$ cat src/rtl/pse_pkg.sv
package pse_pkg;
  localparam int W = 64;
  localparam logic [W-1:0] P = 64'hFFFF_FFFF_FFFF_FFC5;

  typedef enum logic [1:0] {S_IDLE, S_SHOW, S_CALC} pse_state_e;

  function automatic logic [W-1:0] add_mod(input logic [W-1:0] a, input logic [W-1:0] b);
    logic [W:0] s;
    s = {1'b0, a} + {1'b0, b};
    if (s >= {1'b0, P}) s = s - {1'b0, P};
    return s[W-1:0];
  endfunction

  function automatic logic [W-1:0] dbl_mod(input logic [W-1:0] a);
    return add_mod(a, a);
  endfunction

  function automatic logic [W-1:0] reduce_once(input logic [W-1:0] a);
    return (a >= P) ? a - P : a;
  endfunction

  // elaboration-time only: wide product and remainder
  function automatic logic [W-1:0] const_mul(input logic [W-1:0] a, input logic [W-1:0] b);
    logic [2*W-1:0] pr;
    pr = {{W{1'b0}}, a} * {{W{1'b0}}, b};
    pr = pr % {{W{1'b0}}, P};
    return pr[W-1:0];
  endfunction

  function automatic logic [W-1:0] pow2_mod(input int e);
    logic [W-1:0] r;
    logic [31:0]  eb;
    r  = 64'd1;
    eb = 32'(e);
    for (int i = 31; i >= 0; i--) begin
      r = const_mul(r, r);
      if (eb[i]) r = const_mul(r, 64'd2);
    end
    return r;
  endfunction
endpackage

$ cat src/rtl/pse_rst_sync.sv
module pse_rst_sync (
  input  logic clk,
  input  logic arst_n,
  output logic srst_n
);
  logic s1_q, s2_q;

  always_ff @(posedge clk or negedge arst_n) begin
    if (!arst_n) begin
      s1_q <= 1'b0;
      s2_q <= 1'b0;
    end else begin
      s1_q <= 1'b1;
      s2_q <= s1_q;
    end
  end

  assign srst_n = s2_q;
endmodule

$ cat src/rtl/pse_mulmod.sv
module pse_mulmod
  import pse_pkg::*;
(
  input  logic         clk,
  input  logic         rst_n,
  input  logic         load,
  input  logic [W-1:0] a,
  input  logic [W-1:0] b,
  output logic [W-1:0] result,
  output logic         done
);
  localparam int CW = $clog2(W) + 1;

  logic [W-1:0]  acc_q, acc_d, mc_q, mc_d, mp_q, mp_d;
  logic [CW-1:0] cnt_q, cnt_d;
  logic          act_q, act_d, done_q, done_d;
  logic          step_en;

  assign step_en = load | act_q | done_q;

  always_comb begin
    acc_d  = acc_q;
    mc_d   = mc_q;
    mp_d   = mp_q;
    cnt_d  = cnt_q;
    act_d  = act_q;
    done_d = 1'b0;
    if (load) begin
      acc_d = '0;
      mc_d  = a;
      mp_d  = b;
      cnt_d = CW'(W);
      act_d = 1'b1;
    end else if (act_q) begin
      acc_d = add_mod(dbl_mod(acc_q), mp_q[W-1] ? mc_q : '0);
      mp_d  = mp_q << 1;
      cnt_d = cnt_q - CW'(1);
      if (cnt_q == CW'(1)) begin
        act_d  = 1'b0;
        done_d = 1'b1;
      end
    end
  end

  always_ff @(posedge clk or negedge rst_n) begin
    if (!rst_n) begin
      acc_q  <= '0;
      mc_q   <= '0;
      mp_q   <= '0;
      cnt_q  <= '0;
      act_q  <= 1'b0;
      done_q <= 1'b0;
    end else if (step_en) begin
      acc_q  <= acc_d;
      mc_q   <= mc_d;
      mp_q   <= mp_d;
      cnt_q  <= cnt_d;
      act_q  <= act_d;
      done_q <= done_d;
    end
  end

  assign result = acc_q;
  assign done   = done_q;

  // the running accumulator stays a field element
  a_r9_acc_below_p: assert property (@(posedge clk) disable iff (!rst_n)
    act_q |-> (acc_q < P));
  // completion is a single-cycle pulse
  a_r5_done_single: assert property (@(posedge clk) disable iff (!rst_n)
    done_q |=> !done_q);
endmodule

$ cat src/rtl/pse_sum.sv
module pse_sum
  import pse_pkg::*;
(
  input  logic [W-1:0] t_hi,
  input  logic [W-1:0] t_mid,
  input  logic [W-1:0] t_cub,
  input  logic [W-1:0] t_sq,
  input  logic [W-1:0] t_lin,
  input  logic [W-1:0] t_con,
  output logic [W-1:0] total
);
  logic [W-1:0] s0, s1, s2, s3;

  always_comb begin
    s0    = add_mod(t_hi, t_mid);
    s1    = add_mod(t_cub, t_sq);
    s2    = add_mod(t_lin, t_con);
    s3    = add_mod(s0, s1);
    total = add_mod(s3, s2);
  end
endmodule

$ cat src/rtl/pse_top.sv
module pse_top
  import pse_pkg::*;
#(
  parameter int CNT_W   = 16,
  parameter int EXP_HI  = 16777213,
  parameter int EXP_MID = 16777153
) (
  input  logic             clk,
  input  logic             rst_n,
  input  logic             start,
  input  logic [CNT_W-1:0] count,
  input  logic [63:0]      coef_a,
  input  logic [63:0]      coef_b,
  input  logic [63:0]      coef_c,
  input  logic [63:0]      coef_d,
  input  logic [63:0]      coef_e,
  input  logic             out_ready,
  output logic             out_valid,
  output logic [63:0]      out_value,
  output logic [CNT_W-1:0] out_index
);
  localparam logic [W-1:0] K_HI  = pow2_mod(EXP_HI);
  localparam logic [W-1:0] K_MID = pow2_mod(EXP_MID);
  localparam int NMUL = 2;

  logic rst_s_n;
  pse_rst_sync u_rst (.clk(clk), .arst_n(rst_n), .srst_n(rst_s_n));

  pse_state_e       state_q, state_d;
  logic [CNT_W-1:0] idx_q, idx_d, last_q, last_d;
  logic             zero_q, zero_d;
  logic [W-1:0]     hi_q, hi_d, mid_q, mid_d, cub_q, cub_d;
  logic [W-1:0]     sq_q, sq_d, lin_q, lin_d, con_q, con_d;
  logic             mul_load, reg_en;
  logic [W-1:0]     sum_v;

  logic [W-1:0]     m_op  [NMUL];
  logic [W-1:0]     m_k   [NMUL];
  logic [W-1:0]     m_res [NMUL];
  logic [NMUL-1:0]  m_done;

  assign m_op[0] = hi_q;
  assign m_op[1] = mid_q;
  assign m_k[0]  = K_HI;
  assign m_k[1]  = K_MID;

  for (genvar g = 0; g < NMUL; g++) begin : g_mul
    pse_mulmod u_mul (
      .clk(clk), .rst_n(rst_s_n), .load(mul_load),
      .a(m_op[g]), .b(m_k[g]), .result(m_res[g]), .done(m_done[g])
    );
  end

  pse_sum u_sum (
    .t_hi(hi_q), .t_mid(mid_q), .t_cub(cub_q), .t_sq(sq_q),
    .t_lin(lin_q), .t_con(con_q), .total(sum_v)
  );

  always_comb begin
    state_d  = state_q;
    idx_d    = idx_q;
    last_d   = last_q;
    zero_d   = zero_q;
    hi_d     = hi_q;
    mid_d    = mid_q;
    cub_d    = cub_q;
    sq_d     = sq_q;
    lin_d    = lin_q;
    con_d    = con_q;
    mul_load = 1'b0;
    case (state_q)
      S_IDLE: begin
        if (start && (count != '0)) begin
          state_d = S_SHOW;
          idx_d   = '0;
          last_d  = count - CNT_W'(1);
          zero_d  = 1'b1;
          hi_d    = 64'd1;
          mid_d   = reduce_once(coef_a);
          cub_d   = reduce_once(coef_b);
          sq_d    = reduce_once(coef_c);
          lin_d   = reduce_once(coef_d);
          con_d   = reduce_once(coef_e);
        end
      end
      S_SHOW: begin
        if (out_ready) begin
          if (idx_q == last_q) begin
            state_d = S_IDLE;
          end else begin
            idx_d = idx_q + CNT_W'(1);
            if (zero_q) begin
              zero_d = 1'b0;
            end else begin
              state_d  = S_CALC;
              mul_load = 1'b1;
              cub_d    = dbl_mod(dbl_mod(dbl_mod(cub_q)));
              sq_d     = dbl_mod(dbl_mod(sq_q));
              lin_d    = dbl_mod(lin_q);
            end
          end
        end
      end
      S_CALC: begin
        if (&m_done) begin
          hi_d    = m_res[0];
          mid_d   = m_res[1];
          state_d = S_SHOW;
        end
      end
      default: state_d = S_IDLE;
    endcase
  end

  assign reg_en = (state_q != S_IDLE) | start;

  always_ff @(posedge clk or negedge rst_s_n) begin
    if (!rst_s_n) begin
      state_q <= S_IDLE;
      idx_q   <= '0;
      last_q  <= '0;
      zero_q  <= 1'b0;
      hi_q    <= '0;
      mid_q   <= '0;
      cub_q   <= '0;
      sq_q    <= '0;
      lin_q   <= '0;
      con_q   <= '0;
    end else if (reg_en) begin
      state_q <= state_d;
      idx_q   <= idx_d;
      last_q  <= last_d;
      zero_q  <= zero_d;
      hi_q    <= hi_d;
      mid_q   <= mid_d;
      cub_q   <= cub_d;
      sq_q    <= sq_d;
      lin_q   <= lin_d;
      con_q   <= con_d;
    end
  end

  assign out_valid = (state_q == S_SHOW);
  assign out_value = zero_q ? con_q : sum_v;
  assign out_index = idx_q;

  // presented values are field elements
  a_r9_value_below_p: assert property (@(posedge clk) disable iff (!rst_s_n)
    out_valid |-> (out_value < P));
  // a stalled point holds
  a_r6_hold: assert property (@(posedge clk) disable iff (!rst_s_n)
    (out_valid && !out_ready) |=> (out_valid && $stable(out_value) && $stable(out_index)));
  // an accepted start shows point 0 next cycle
  a_r2_first: assert property (@(posedge clk) disable iff (!rst_s_n)
    ((state_q == S_IDLE) && start && (count != '0)) |=> (out_valid && (out_index == '0)));
  // acceptance of the final point ends the run
  a_r7_end: assert property (@(posedge clk) disable iff (!rst_s_n)
    (out_valid && out_ready && (out_index == last_q)) |=> !out_valid);
endmodule

$ cat config.mk
export PLATFORM = sky130hd
export DESIGN_NAME = pse_top
export DESIGN_NICKNAME = d
export VERILOG_FILES = /design/src/rtl/pse_pkg.sv /design/src/rtl/pse_rst_sync.sv /design/src/rtl/pse_mulmod.sv /design/src/rtl/pse_sum.sv /design/src/rtl/pse_top.sv
export SDC_FILE = /design/constraint.sdc
export NUM_CORES = 2
export LEC_CHECK = 0
export ABC_AREA = 0
export BUFFER_PORTS_ARGS = -buffer_cell sky130_fd_sc_hd__buf_2
export CAP_MARGIN = 10
export CORE_ASPECT_RATIO = 1.75
export CORE_MARGIN = 1.5
export CORE_UTILIZATION = 35
export DETAILED_ROUTE_END_ITERATION = 16
export HOLD_SLACK_MARGIN = 0.03
export PLACE_DENSITY = 0.51
export SLEW_MARGIN = 20
export SYNTH_ARGS = -nofsm -noshare
export SYNTH_HDL_FRONTEND = slang
export SYNTH_SLANG_ARGS = --single-unit
$ cat constraint.sdc
create_clock -name clk -period 29.7 [get_ports clk]
set_clock_uncertainty 0.1 [all_clocks]
set_input_delay 5.94 -clock clk [delete_from_list [all_inputs] [get_ports clk]]
set_output_delay 5.94 -clock clk [all_outputs]
set_load 0.02 [all_outputs]
==> run_results.csv <==
group,metric,value,unit
detailed_routing,antenna_left,0,
clock_tree,htree_levels,3,
pwr,seqPwrFrac,43.6,%
clock_tree,path_clk_slew,0.07,ns
detailed_routing,wl_per_cell,29.0,um
sta,setup_viol,0,
cells_and_area,fillers,26500,
hold_path,hold_end,"u_rst.srst_n",
critical_path,crit_start,"mid_q[0]",
global_routing,overflow,0,
sta,final_hold_viol_count,0,
floorplanning,rows,243,
floorplanning,die_h,666,um
floorplanning,initial_core_util,35.2,%
critical_path,required,23.66,ns
status,status,"completed",
clock_tree,cts_buffers,93,
yosys,syn_area,0.0879,mm2
global_routing,antenna_found_initial,34,
clock_tree,cts_resized,0,
pwr,p_sw,0.649,mW
yosys,synth_compound_area_share,21.6,%
sta,period_share,89.2,%
pwr,swShare,25.2,%
clock_tree,cts_root_buf,"clkbuf_16",
critical_path,ff2ff_path_depth,32,
critical_path,reg2reg_to,"g_mul[0].u_mul.result[61]",
critical_path,reg2reg_from,"g_mul[0].u_mul.result[5]",
yosys,synth.area.top_cells,"dfrtp_1 (23%), xnor2_1 (8.6%), nand2_1 (7.0%)",
pwr,p_clk_share,53.0,%
yosys,avgSynthCellArea,7.45,um2
job,cap_violations,0,
sta,clock.fmax,37.8,MHz
yosys,yosys.area.top_type,"dfrtp_1",
clock_tree,clk_path_buf_depth,3,
detailed_routing,firstDrtPassIters,6,
hold_path,hp-class,"flip-flop to flip-flop",
clock_tree,worstSkewPairLatency,0.76,ns
yosys,syn_inst,11800,
global_routing,track_usage,33.5,%
critical_path,cp-start-kind,"flip-flop",
detailed_routing,wl,442,mm
pwr,p_comb_share,3.4,%
critical_path,critPathMaxStageDelay,0.89,ns
sta,holdWs,0.255,ns
yosys,yosys.area_share.simple,29.0,%
critical_path,crit_buf_inv,6,
critical_path,critPathCaptureType,"output port",
yosys,synth_top_family_by_area,"simple AND/OR/NAND/NOR gates",
yosys,synth_adder_area_share,7.08,%
yosys,yosysSeqAreaShare,23.4,%
pwr,finalPower,2.57,mW
detailed_routing,drc,0,
pwr,peakVddDrop,0.0452,mV
yosys,synth_ff_type,"dfrtp_1",
critical_path,crit_type,"flip-flop to output port",
clock_tree,cts_hold_buf,0,
sta,rsz0062_at_grt,"false",
sta,slew_headroom,19.3,%
pwr,p_int,1.92,mW
yosys,synthXorXnorAreaFrac,12.8,%
yosys,synth_nets,12600,
sta,worstMarginPinSlew,1.21,ns
cells_and_area,drive_gt1_share,7.66,%
sta,tns,0,ns
yosys,muxShareOfSynthArea,2.40,%
global_routing,grt_max_degree,156,
detailed_routing,drt_iter0_drc,7673,
floorplanning,design.die.area,0.254,mm2
place,gp_congestion,1.08,
place,dp_hpwl,362,mm
cells_and_area,utilization,38.7,%
critical_path,cp_slowest_cell,"o311ai_0",
yosys,ys_ff_latch,822,
cells_and_area,syn_to_final_growth,10.0,%
global_routing,grt_pass1_wl,633,mm
pwr,pwr_density_cell,26.6,mW/mm2
critical_path,arrival,20.44,ns
critical_path,worst-r2r-setup-slack,18.01,ns
hold_path,min_from,"u_rst.s1_q",
yosys,synthArstFlopShare,100,%
floorplanning,die_w,382,um
critical_path,crit_family,"compound AO/OA/AOI/OAI gates",
detailed_routing,num_vias,92600,
yosys,synth_top_cell_area_share,23.4,%
clock_tree,clock-sinks,822,
yosys,synth-edff-count,0,
clock_tree,cts_tree,"yes",
yosys,synth_cell_types,104,
hold_path,hold_depth,0,
critical_path,path_max_fanout,27,
clock_tree,post_cts_buffers,0,
detailed_routing,viasPerCell,6.07,
global_routing,grt_pass1_vias,91400,
sta,finalMaxSlewViolations,0,
yosys,yosysWarnings,0,
cells_and_area,nets,12700,
place,io_buffers,420,
sta,period_minus_slack,26.48,ns
pwr,leakage,44.5,nW
floorplanning,coreArea,0.250,mm2
floorplanning,pin_count,421,
==> cells in the final DEF, fill, tap and decap left out, drive strengths merged, types with 96 or more instances in the layout <==
| master | synthesis | final |
|---|---|---|
| nand2 | 1640 | 1640 |
| ha | 486 | 486 |
| o31ai | 105 | 105 |
| nor3 | 339 | 339 |
| xnor2 | 861 | 861 |
| and3 | 203 | 203 |
| dfrtp | 822 | 822 |
| nor2 | 1049 | 1049 |
| nand4 | 386 | 386 |
| nand2b | 100 | 100 |
| mux2i | 162 | 162 |
| clkbuf | 562 | 120 |
| nand3 | 457 | 457 |
| a21oi | 820 | 820 |
| nor4 | 204 | 204 |
| xor2 | 420 | 420 |
| or3 | 96 | 96 |
| buf | 38 | 546 |
| o21bai | 114 | 114 |
| and2 | 249 | 249 |
| inv | 282 | 292 |
| o21ai | 623 | 623 |
| a21o | 443 | 443 |
==> final cells by class <==
| cell class | instances | area [um2] | share of cell area (%) |
|---|---|---|---|
| timing repair buffer | 546 | 3100 | 3.21 |
| antenna | 16 | 40.0 | 0.0414 |
| clock buffer | 120 | 2650 | 2.74 |
| clock inverter | 54 | 852 | 0.881 |
| tap | 3307 | 4140 | 4.28 |
| inverter | 283 | 1060 | 1.10 |
| multi-input combinational | 10100 | 64300 | 66.5 |
| sequential | 822 | 20600 | 21.3 |
==> power groups by stage <==
stage | Combinational, mW | Clock, mW | Sequential (mW)
6_report | 0.0876 | 1.36 | 1.12
3_3_place_gp | 0.0859 | 0 | 1.14
3_5_place_dp | 0.0861 | 0 | 1.14
2_1_floorplan | 0.00947 | 0 | 1.16
4_1_cts | 0.0864 | 1.39 | 1.12
5_1_grt | 0.0928 | 1.42 | 1.12
==> layer usage <==
metal,vias up,global-route usage [%],part of all wire (%),wire length (um)
met5,-,0,0.032,141
met4,22,28.1,9.9,44000
met3,1089,4.29,5.1,22600
met2,3541,60.7,50,222000
met1,45200,34.1,35,154000
li1,42700,-,-,-
==> per-stage QoR <==
| step | cells | setup WS [ns] | instance area [um2] |
|---|---|---|---|
| 2_1_floorplan | 11800 | 4.99 | 87900 |
| 3_3_place_gp | 15100 | 4.34 | 93100 |
| 3_5_place_dp | 15100 | 4.37 | 93100 |
| 4_1_cts | 15200 | 3.51 | 96600 |
| 5_1_grt | 15200 | 2.18 | 96700 |
| 6_report | 15200 | 3.22 | 96700 |
==> registers in the layout, indices dropped and copies added, names as in the netlist, 2 cells and up <==
signal	cells
g_mul.u_mul.mc_q	128
g_mul.u_mul.result	128
g_mul.u_mul.mp_q	127
con_q	64
cub_q	64
hi_q	64
lin_q	64
mid_q	64
sq_q	64
last_q	16
out_index	16
g_mul.u_mul.cnt_q	14
g_mul.u_mul.act_q	2
g_mul.u_mul.done	2
state_q	2
==> worst max-delay path by stage <==
stage          cells past startpoint            end  slack [ns]
2_1_floorplan                      0       con_q[0]        4.99
3_3_place_gp                      59  out_value[60]        4.34
3_5_place_dp                      61  out_value[60]        4.37
4_1_cts                           61  out_value[60]        3.51
5_1_grt                           63  out_value[60]        2.18
6_report                          62  out_value[60]        3.22
==> synth_stat cells (60+ instances only) <==
| cell type | count |
|---|---|
| nand2_1 | 1640 |
| nor2_1 | 1048 |
| xnor2_1 | 861 |
| dfrtp_1 | 822 |
| a21oi_1 | 818 |
| o21ai_0 | 615 |
| clkbuf_1 | 561 |
| ha_1 | 486 |
| nand3_1 | 456 |
| a21o_1 | 443 |
| xor2_1 | 420 |
| nand4_1 | 385 |
| nor3_1 | 335 |
| inv_1 | 280 |
| and2_1 | 248 |
| and3_1 | 203 |
| nor4_1 | 198 |
| mux2i_1 | 162 |
| o21bai_1 | 114 |
| o31ai_1 | 105 |
| nand2b_1 | 100 |
| or3_1 | 96 |
| a31oi_1 | 93 |
| a221oi_1 | 88 |
| nor2b_1 | 87 |
| a211oi_1 | 70 |
| o22ai_1 | 65 |
| o21a_1 | 64 |
| and4_1 | 61 |
| o211ai_1 | 60 |
==> kinds of logic after synthesis <==
logic type | after synthesis
compound gates | 2935
xor+xnor | 1281
fa+ha+maj | 493
buf+inv | 883
flops | 822
mux | 205
other cells | 1
simple gates | 5180
(Power assumes the default switching activity.)
